[src/rtl/csum_steer_pkg.sv]
// Shared constants and arithmetic for the checksum steerer.
// Assumes 16-bit ones'-complement arithmetic over the header halfwords.
package csum_steer_pkg;

    localparam int HDR_BITS = 160;
    localparam int TAG_W    = 8;
    localparam logic [TAG_W-1:0] TAG_GOOD = 8'h00;
    localparam logic [TAG_W-1:0] TAG_BAD  = 8'h01;

    // Folds a wide sum twice into a 16-bit ones'-complement result.
    function automatic logic [15:0] fold16(input logic [31:0] s);
        logic [16:0] t;
        logic [16:0] u;
        t = {1'b0, s[15:0]} + {1'b0, s[31:16]};
        u = {1'b0, t[15:0]} + {16'd0, t[16]};
        return u[15:0];
    endfunction

endpackage

[src/rtl/csum_fifo.sv]
// Synchronous first-word-fall-through FIFO.
// Assumes DEPTH is a power of two, at least 2, and that the owner never
// pushes when full nor pops when empty.
module csum_fifo #(
    parameter int WIDTH = 34,
    parameter int DEPTH = 8
) (
    input  logic                     clk,
    input  logic                     rst_n,
    input  logic                     push,
    input  logic [WIDTH-1:0]         wdata,
    input  logic                     pop,
    output logic [WIDTH-1:0]         rdata,
    output logic                     empty,
    output logic                     full,
    output logic [$clog2(DEPTH):0]   level
);
    localparam int AW = $clog2(DEPTH);

    logic [WIDTH-1:0] mem [DEPTH];
    logic [AW-1:0]    wr_ptr;
    logic [AW-1:0]    rd_ptr;
    logic [AW:0]      count;

    // Storage write; contents need no reset.
    always_ff @(posedge clk) begin
        if (push) begin
            mem[wr_ptr] <= wdata;
        end
    end

    // Pointer and occupancy bookkeeping.
    always_ff @(posedge clk) begin
        if (!rst_n) begin
            wr_ptr <= '0;
            rd_ptr <= '0;
            count  <= '0;
        end else begin
            if (push) wr_ptr <= wr_ptr + 1'b1;
            if (pop)  rd_ptr <= rd_ptr + 1'b1;
            case ({push, pop})
                2'b10:   count <= count + 1'b1;
                2'b01:   count <= count - 1'b1;
                default: count <= count;
            endcase
        end
    end

    // Head word and status.
    always_comb begin
        rdata = mem[rd_ptr];
        empty = (count == '0);
        full  = (count == (AW+1)'(DEPTH));
        level = count;
    end

endmodule

[src/rtl/csum_hdr_check.sv]
// Watches accepted input words and produces one verdict per packet.
// Word 0 (sop) is metadata; words 1..HDR_WORDS are the header. The verdict
// is issued with the last header word, or with an earlier end word (then bad).
// Assumes every packet begins with sop; a new sop restarts the tracking.
module csum_hdr_check
    import csum_steer_pkg::*;
#(
    parameter int DATA_W    = 32,
    parameter int HDR_WORDS = 5
) (
    input  logic              clk,
    input  logic              rst_n,
    input  logic              beat,
    input  logic [DATA_W-1:0] data,
    input  logic              sop,
    input  logic              eop,
    output logic              verdict_push,
    output logic              verdict_bad
);
    localparam int HALVES = DATA_W / 16;
    localparam int ACC_W  = 16 + $clog2(HDR_WORDS * HALVES + 1);
    localparam int IDX_W  = $clog2(HDR_WORDS + 2);

    logic [IDX_W-1:0] idx_q;
    logic [IDX_W-1:0] idx_cur;
    logic [ACC_W-1:0] acc_q;
    logic [ACC_W-1:0] acc_nx;
    logic [ACC_W-1:0] word_sum;
    logic             done_q;
    logic             done_cur;
    logic             in_hdr;
    logic             last_hdr;

    // Sum of the halfwords of the current word.
    always_comb begin
        word_sum = '0;
        for (int h = 0; h < HALVES; h++) begin
            word_sum = word_sum + ACC_W'(data[h*16 +: 16]);
        end
    end

    // Position in packet, running sum and verdict decision.
    always_comb begin
        idx_cur      = sop ? '0 : idx_q;
        done_cur     = sop ? 1'b0 : done_q;
        in_hdr       = (idx_cur != '0) && (idx_cur <= IDX_W'(HDR_WORDS));
        last_hdr     = (idx_cur == IDX_W'(HDR_WORDS));
        acc_nx       = (idx_cur == '0) ? '0 : (in_hdr ? acc_q + word_sum : acc_q);
        verdict_push = beat && !done_cur && (last_hdr || eop);
        verdict_bad  = !last_hdr || (fold16(32'(acc_nx)) != 16'hFFFF);
    end

    // State update on every accepted word.
    always_ff @(posedge clk) begin
        if (!rst_n) begin
            idx_q  <= '0;
            acc_q  <= '0;
            done_q <= 1'b0;
        end else if (beat) begin
            acc_q  <= acc_nx;
            done_q <= done_cur | verdict_push;
            idx_q  <= (idx_cur == IDX_W'(HDR_WORDS + 1)) ? idx_cur : idx_cur + 1'b1;
        end
    end

endmodule

[src/rtl/csum_steer.sv]
// Checksum validating packet steerer: buffers words, holds each metadata
// word until its header verdict exists, then rewrites the tag byte.
// Assumes DATA_W divides the 160-bit header and is a multiple of 16, and
// FIFO_DEPTH is a power of two holding at least one metadata plus header.
module csum_steer
    import csum_steer_pkg::*;
#(
    parameter int DATA_W     = 32,
    parameter int FIFO_DEPTH = 8,
    parameter int TAG_LSB    = 0
) (
    input  logic              clk,
    input  logic              rst_n,
    input  logic              in_valid,
    output logic              in_ready,
    input  logic [DATA_W-1:0] in_data,
    input  logic              in_sop,
    input  logic              in_eop,
    output logic              out_valid,
    input  logic              out_ready,
    output logic [DATA_W-1:0] out_data,
    output logic              out_sop,
    output logic              out_eop
);
    localparam int HDR_WORDS = HDR_BITS / DATA_W;
    localparam int ENTRY_W   = DATA_W + 2;
    localparam int LVL_W     = $clog2(FIFO_DEPTH) + 1;

    logic               in_beat;
    logic               d_pop;
    logic               d_empty;
    logic               d_full;
    logic [ENTRY_W-1:0] d_rdata;
    logic [LVL_W-1:0]   d_level;
    logic               v_push;
    logic               v_bad;
    logic               v_pop;
    logic               v_empty;
    logic               v_full;
    logic [0:0]         v_rdata;
    logic [LVL_W-1:0]   v_level;
    logic               head_sop;

    csum_fifo #(.WIDTH(ENTRY_W), .DEPTH(FIFO_DEPTH)) u_words (
        .clk   (clk),
        .rst_n (rst_n),
        .push  (in_beat),
        .wdata ({in_sop, in_eop, in_data}),
        .pop   (d_pop),
        .rdata (d_rdata),
        .empty (d_empty),
        .full  (d_full),
        .level (d_level)
    );

    csum_hdr_check #(.DATA_W(DATA_W), .HDR_WORDS(HDR_WORDS)) u_check (
        .clk          (clk),
        .rst_n        (rst_n),
        .beat         (in_beat),
        .data         (in_data),
        .sop          (in_sop),
        .eop          (in_eop),
        .verdict_push (v_push),
        .verdict_bad  (v_bad)
    );

    csum_fifo #(.WIDTH(1), .DEPTH(FIFO_DEPTH)) u_verdicts (
        .clk   (clk),
        .rst_n (rst_n),
        .push  (v_push),
        .wdata (v_bad),
        .pop   (v_pop),
        .rdata (v_rdata),
        .empty (v_empty),
        .full  (v_full),
        .level (v_level)
    );

    // Input acceptance.
    always_comb begin
        in_ready = !d_full && !v_full;
        in_beat  = in_valid && in_ready;
    end

    // Release gating: a metadata word waits for its verdict.
    always_comb begin
        head_sop  = d_rdata[ENTRY_W-1];
        out_valid = !d_empty && (!head_sop || !v_empty);
        d_pop     = out_valid && out_ready;
        v_pop     = d_pop && head_sop;
    end

    // Output word with the tag byte replaced on metadata words.
    always_comb begin
        out_sop  = head_sop;
        out_eop  = d_rdata[ENTRY_W-2];
        out_data = d_rdata[DATA_W-1:0];
        if (head_sop) begin
            out_data[TAG_LSB +: TAG_W] = v_rdata[0] ? TAG_BAD : TAG_GOOD;
        end
    end

endmodule

[config.mk]
export PLATFORM = sky130hd
export DESIGN_NAME = csum_steer
export DESIGN_NICKNAME = d
export VERILOG_FILES = /design/src/rtl/csum_steer_pkg.sv /design/src/rtl/csum_fifo.sv /design/src/rtl/csum_hdr_check.sv /design/src/rtl/csum_steer.sv
export SDC_FILE = /design/constraint.sdc
export NUM_CORES = 1
export LEC_CHECK = 0
export CORE_AREA = 2 2 175 177
export DETAILED_ROUTE_END_ITERATION = 12
export DIE_AREA = 0 0 177 179
export HOLD_SLACK_MARGIN = 0.15
export PLACE_DENSITY = 0.69
export SLEW_MARGIN = 20
export SYNTH_ARGS = -nofsm -noshare
export SYNTH_HDL_FRONTEND = slang
export SYNTH_HIERARCHICAL = 1
export SYNTH_SLANG_ARGS = --single-unit
[constraint.sdc]
create_clock -name clk -period 10.7 [get_ports clk]
set_input_delay 2.14 -clock clk [delete_from_list [all_inputs] [get_ports clk]]
set_output_delay 2.14 -clock clk [all_outputs]
set_load 0.01 [all_outputs]
==> impl_metrics.py <==
metrics = {
    "run_status": {
        "status": "complete, no violations",
    },
    "detailed_routing": {
        "ant_nets": 0,
        "wl_mm": 31.7,
        "drc_errors": 0,
        "wl_per_cell_um": 22.0,
        "wl_met3_mm": 1.44,
        "drt-met1-wl_mm": 14.3,
        "dr_total_vias": 8336,
        "wl_met2_mm": 15.0,
        "drt_pass1_iterations": 7,
        "drtIter0Drc": 716,
        "viasPerCell": 5.79,
        "dr.max_layer_used": "met4",
    },
    "sta": {
        "min_period_ns": 9.13,
        "finClkSkew_ns": 0.0152,
        "tightestPinTransition_ns": 0.979,
        "finalHoldViolations": 0,
        "setup_tns_ns": 0,
        "period_share": 0.853,
        "hold_slack_ns": 0.478,
        "report.final.slew_viol_count": 0,
        "maxSlewHeadroom": 0.347,
        "setup_viol": 0,
        "rsz0062_at_grt": "false",
        "fmax_ghz": 0.110,
    },
    "clock_tree": {
        "cts-root-buf": "clkbuf_16",
        "cts_sinks": 330,
        "post_cts_resized": 0,
        "clk_latency_ns": 0.50,
        "ctsHoldBuffers": 0,
        "htree_levels": 2,
        "cts_tree": "yes",
        "cts_made_buffers": 34,
        "clk_path_buf_depth": 3,
        "clk_pin_slew_ns": 0.06,
        "post_cts.repair.setup_buffers": 0,
    },
    "finish": {
        "syn_to_final_growth_pct": 15.3,
        "final_core_util": 0.578,
        "fin_nets": 1110,
        "n_antenna_cell": 0,
        "drive_above_1_share": 0.188,
        "final_cell_mix": "edfxtp_1 (280), clkdlybuf4s50_1 (73), mux4_2 (61)",
        "mostFrequentLayoutCell": "edfxtp_1",
    },
    "setup_path": {
        "critPathMaxStageDelay_ns": 0.69,
        "crit_top_cell": "fa_1",
        "cp.required_ns": 10.92,
        "critPathKind": "in2reg",
        "cpMaxStageDelayCell": "clkdlybuf4s50_1",
        "path_max_fanout": 9,
        "crit_arrival_ns": 9.35,
        "startpoint_type": "input port",
        "cp-end-kind": "flop",
    },
    "power_and_ir_drop": {
        "powerDensity_nw_per_um2": 208,
        "p_clk_frac": 0.332,
        "p_int_uw": 2660,
        "power.leakage_uw": 0.00584,
        "p_switching_uw": 944,
        "total_power_uw": 3600,
        "peakVddDrop_uv": 132,
        "switching_share": 0.262,
        "sequentialPowerShare": 0.429,
        "pwr-share-comb": 0.239,
    },
    "synth": {
        "synth_cells": 934,
        "yosysWarnings": 6,
        "yosysSeqAreaShare": 0.625,
        "yosysTopAreaCellShare": 0.558,
        "avgSynthCellArea_um2": 16.1,
        "synth_edf_count": 280,
        "synthesis.area_um2": 15100,
        "syn-num-nets": 1026,
        "synth_flop_cell": "edfxtp_1",
        "ys_async_sr_fraction": 0,
        "ys_seq_elements": 330,
        "synthTopCellsByArea": "edfxtp_1 (56%), mux4_2 (9.1%), dfxtp_1 (6.6%)",
        "synth_cell_types": 81,
        "synth_top_area_cell": "edfxtp_1",
    },
    "floorplan": {
        "start_util": 0.502,
        "fp-row-count": 64,
        "pin_count": 74,
        "dieArea_um2": 31700,
        "die_h_um": 179,
        "fp.coreArea_um2": 30000,
        "die-width_um": 177,
    },
    "global_route": {
        "grt_use_total": 0.206,
        "first_global_vias": 8379,
        "grt_pass1_wl_mm": 49.2,
        "grt_max_degree": 48,
        "overflow": 0,
        "antenna_found_initial": 0,
    },
    "placement": {
        "hpwl_mm": 20.1,
        "gp_congestion": 0.916,
        "port_buffers": 73,
    },
    "hold_path": {
        "hold_class": "reg2reg",
    },
    "run": {
        "drv_cap": 0,
    },
}
-- layer usage --
| metal | GRT usage | vias to the layer above |
|---|---|---|
| met5 | 0 | - |
| met4 | 0.0661 | 0 |
| met3 | 0.0276 | 57 |
| met2 | 0.333 | 209 |
| met1 | 0.294 | 4250 |
| li1 | - | 3820 |
-- registers in the layout (all words and copies together) (netlist names), 3 cells and up, named ones only --
signal / count
u_words/rd_ptr: 3
u_check/acc_q: 20
u_words/level: 4
u_words/wr_ptr: 3
u_verdicts/mem: 8
u_words/mem: 272
u_verdicts/level: 4
u_verdicts/wr_ptr: 3
u_check/idx_q: 3
u_verdicts/rd_ptr: 3
-- worst paths after layout --
check                                 from                            end  slack, ns  cells after the start
min reg2reg  u_words/level[3]$_SDFFE_PN0P_  u_words/level[3]$_SDFFE_PN0P_       0.48                      2
max reg2reg  u_check/acc_q[1]$_SDFFE_PN0P_    u_verdicts/mem[1]$_DFFE_PP_       3.59                     27
max                            in_data[17]    u_verdicts/mem[1]$_DFFE_PP_       1.57                     28
min          u_words/level[3]$_SDFFE_PN0P_  u_words/level[3]$_SDFFE_PN0P_       0.48                      2
-- synthesized netlist by cell type (3+ instances only) --
| master | instances |
|---|---|
| a211o_1 | 3 |
| ha_1 | 36 |
| nand3_1 | 9 |
| or3_1 | 5 |
| nor2_1 | 61 |
| nand4_1 | 3 |
| mux2_2 | 18 |
| nor3_1 | 12 |
| nand2b_1 | 15 |
| nor2b_1 | 16 |
| clkbuf_1 | 18 |
| a211oi_1 | 11 |
| buf_2 | 11 |
| and4_1 | 3 |
| xnor2_1 | 19 |
| nand2_1 | 48 |
| edfxtp_1 | 280 |
| xor2_1 | 13 |
| and2_1 | 18 |
| inv_1 | 16 |
| or2_2 | 3 |
| dfxtp_1 | 50 |
| o2111ai_1 | 3 |
| mux2_4 | 20 |
| nor4_1 | 5 |
| nand4b_1 | 4 |
| a21o_1 | 8 |
| mux4_1 | 9 |
| a31oi_1 | 3 |
| fa_1 | 18 |
| mux4_2 | 61 |
| o21ai_0 | 15 |
| a21oi_1 | 29 |
| buf_12 | 3 |
| mux2i_1 | 18 |
| nor4b_1 | 4 |
| and3_1 | 5 |
-- worst max-delay path, delay by kind of cell --
family / cells / cell delay [ns]
and+or+nand+nor: 7 / 1.40
xor gates and xnor gates: 2 / 0.25
AOI/OAI and AO/OA: 11 / 2.91
adders and majority gates: 5 / 1.81
buffers and inverters: 3 / 0.83
-- final cells by class --
class                   count  area [um^2]
fillers                  2309        12700
flip-flops and latches    330         9420
multi-input cells         548         5410
clock buffers              41          908
repair buffers             88          843
well taps                 396          495
clock inverters            20          230
inverters                  16         60.1
-- metrics by stage --
| step | instances | area, um^2 | setup WS (ns) |
|---|---|---|---|
| after detailed placement | 1378 | 16200 | 1.10 |
| after CTS | 1439 | 17400 | 1.61 |
| after global placement | 1378 | 16200 | 1.35 |
| final | 1439 | 17400 | 1.57 |
| after floorplan | 934 | 15100 | 2.51 |
| after global routing | 1439 | 17400 | 0.921 |
-- logic make-up after synthesis --
family / share of synthesized area
DFF: 0.625
and+or+nand+nor: 0.0785
muxes: 0.152
AOI/OAI and AO/OA: 0.0526
buffers and inverters: 0.0198
adders and majority gates: 0.0538
xor gates and xnor gates: 0.0186
-- power groups by stage --
stage,clock network [uW],registers (uW),logic [uW]
after CTS,1220,1550,868
after floorplan,0,1540,621
after global placement,0,1570,860
final,1200,1550,861
after global routing,1270,1560,931
after detailed placement,0,1580,864
No activity file was read; power rests on OpenSTA's default activity.
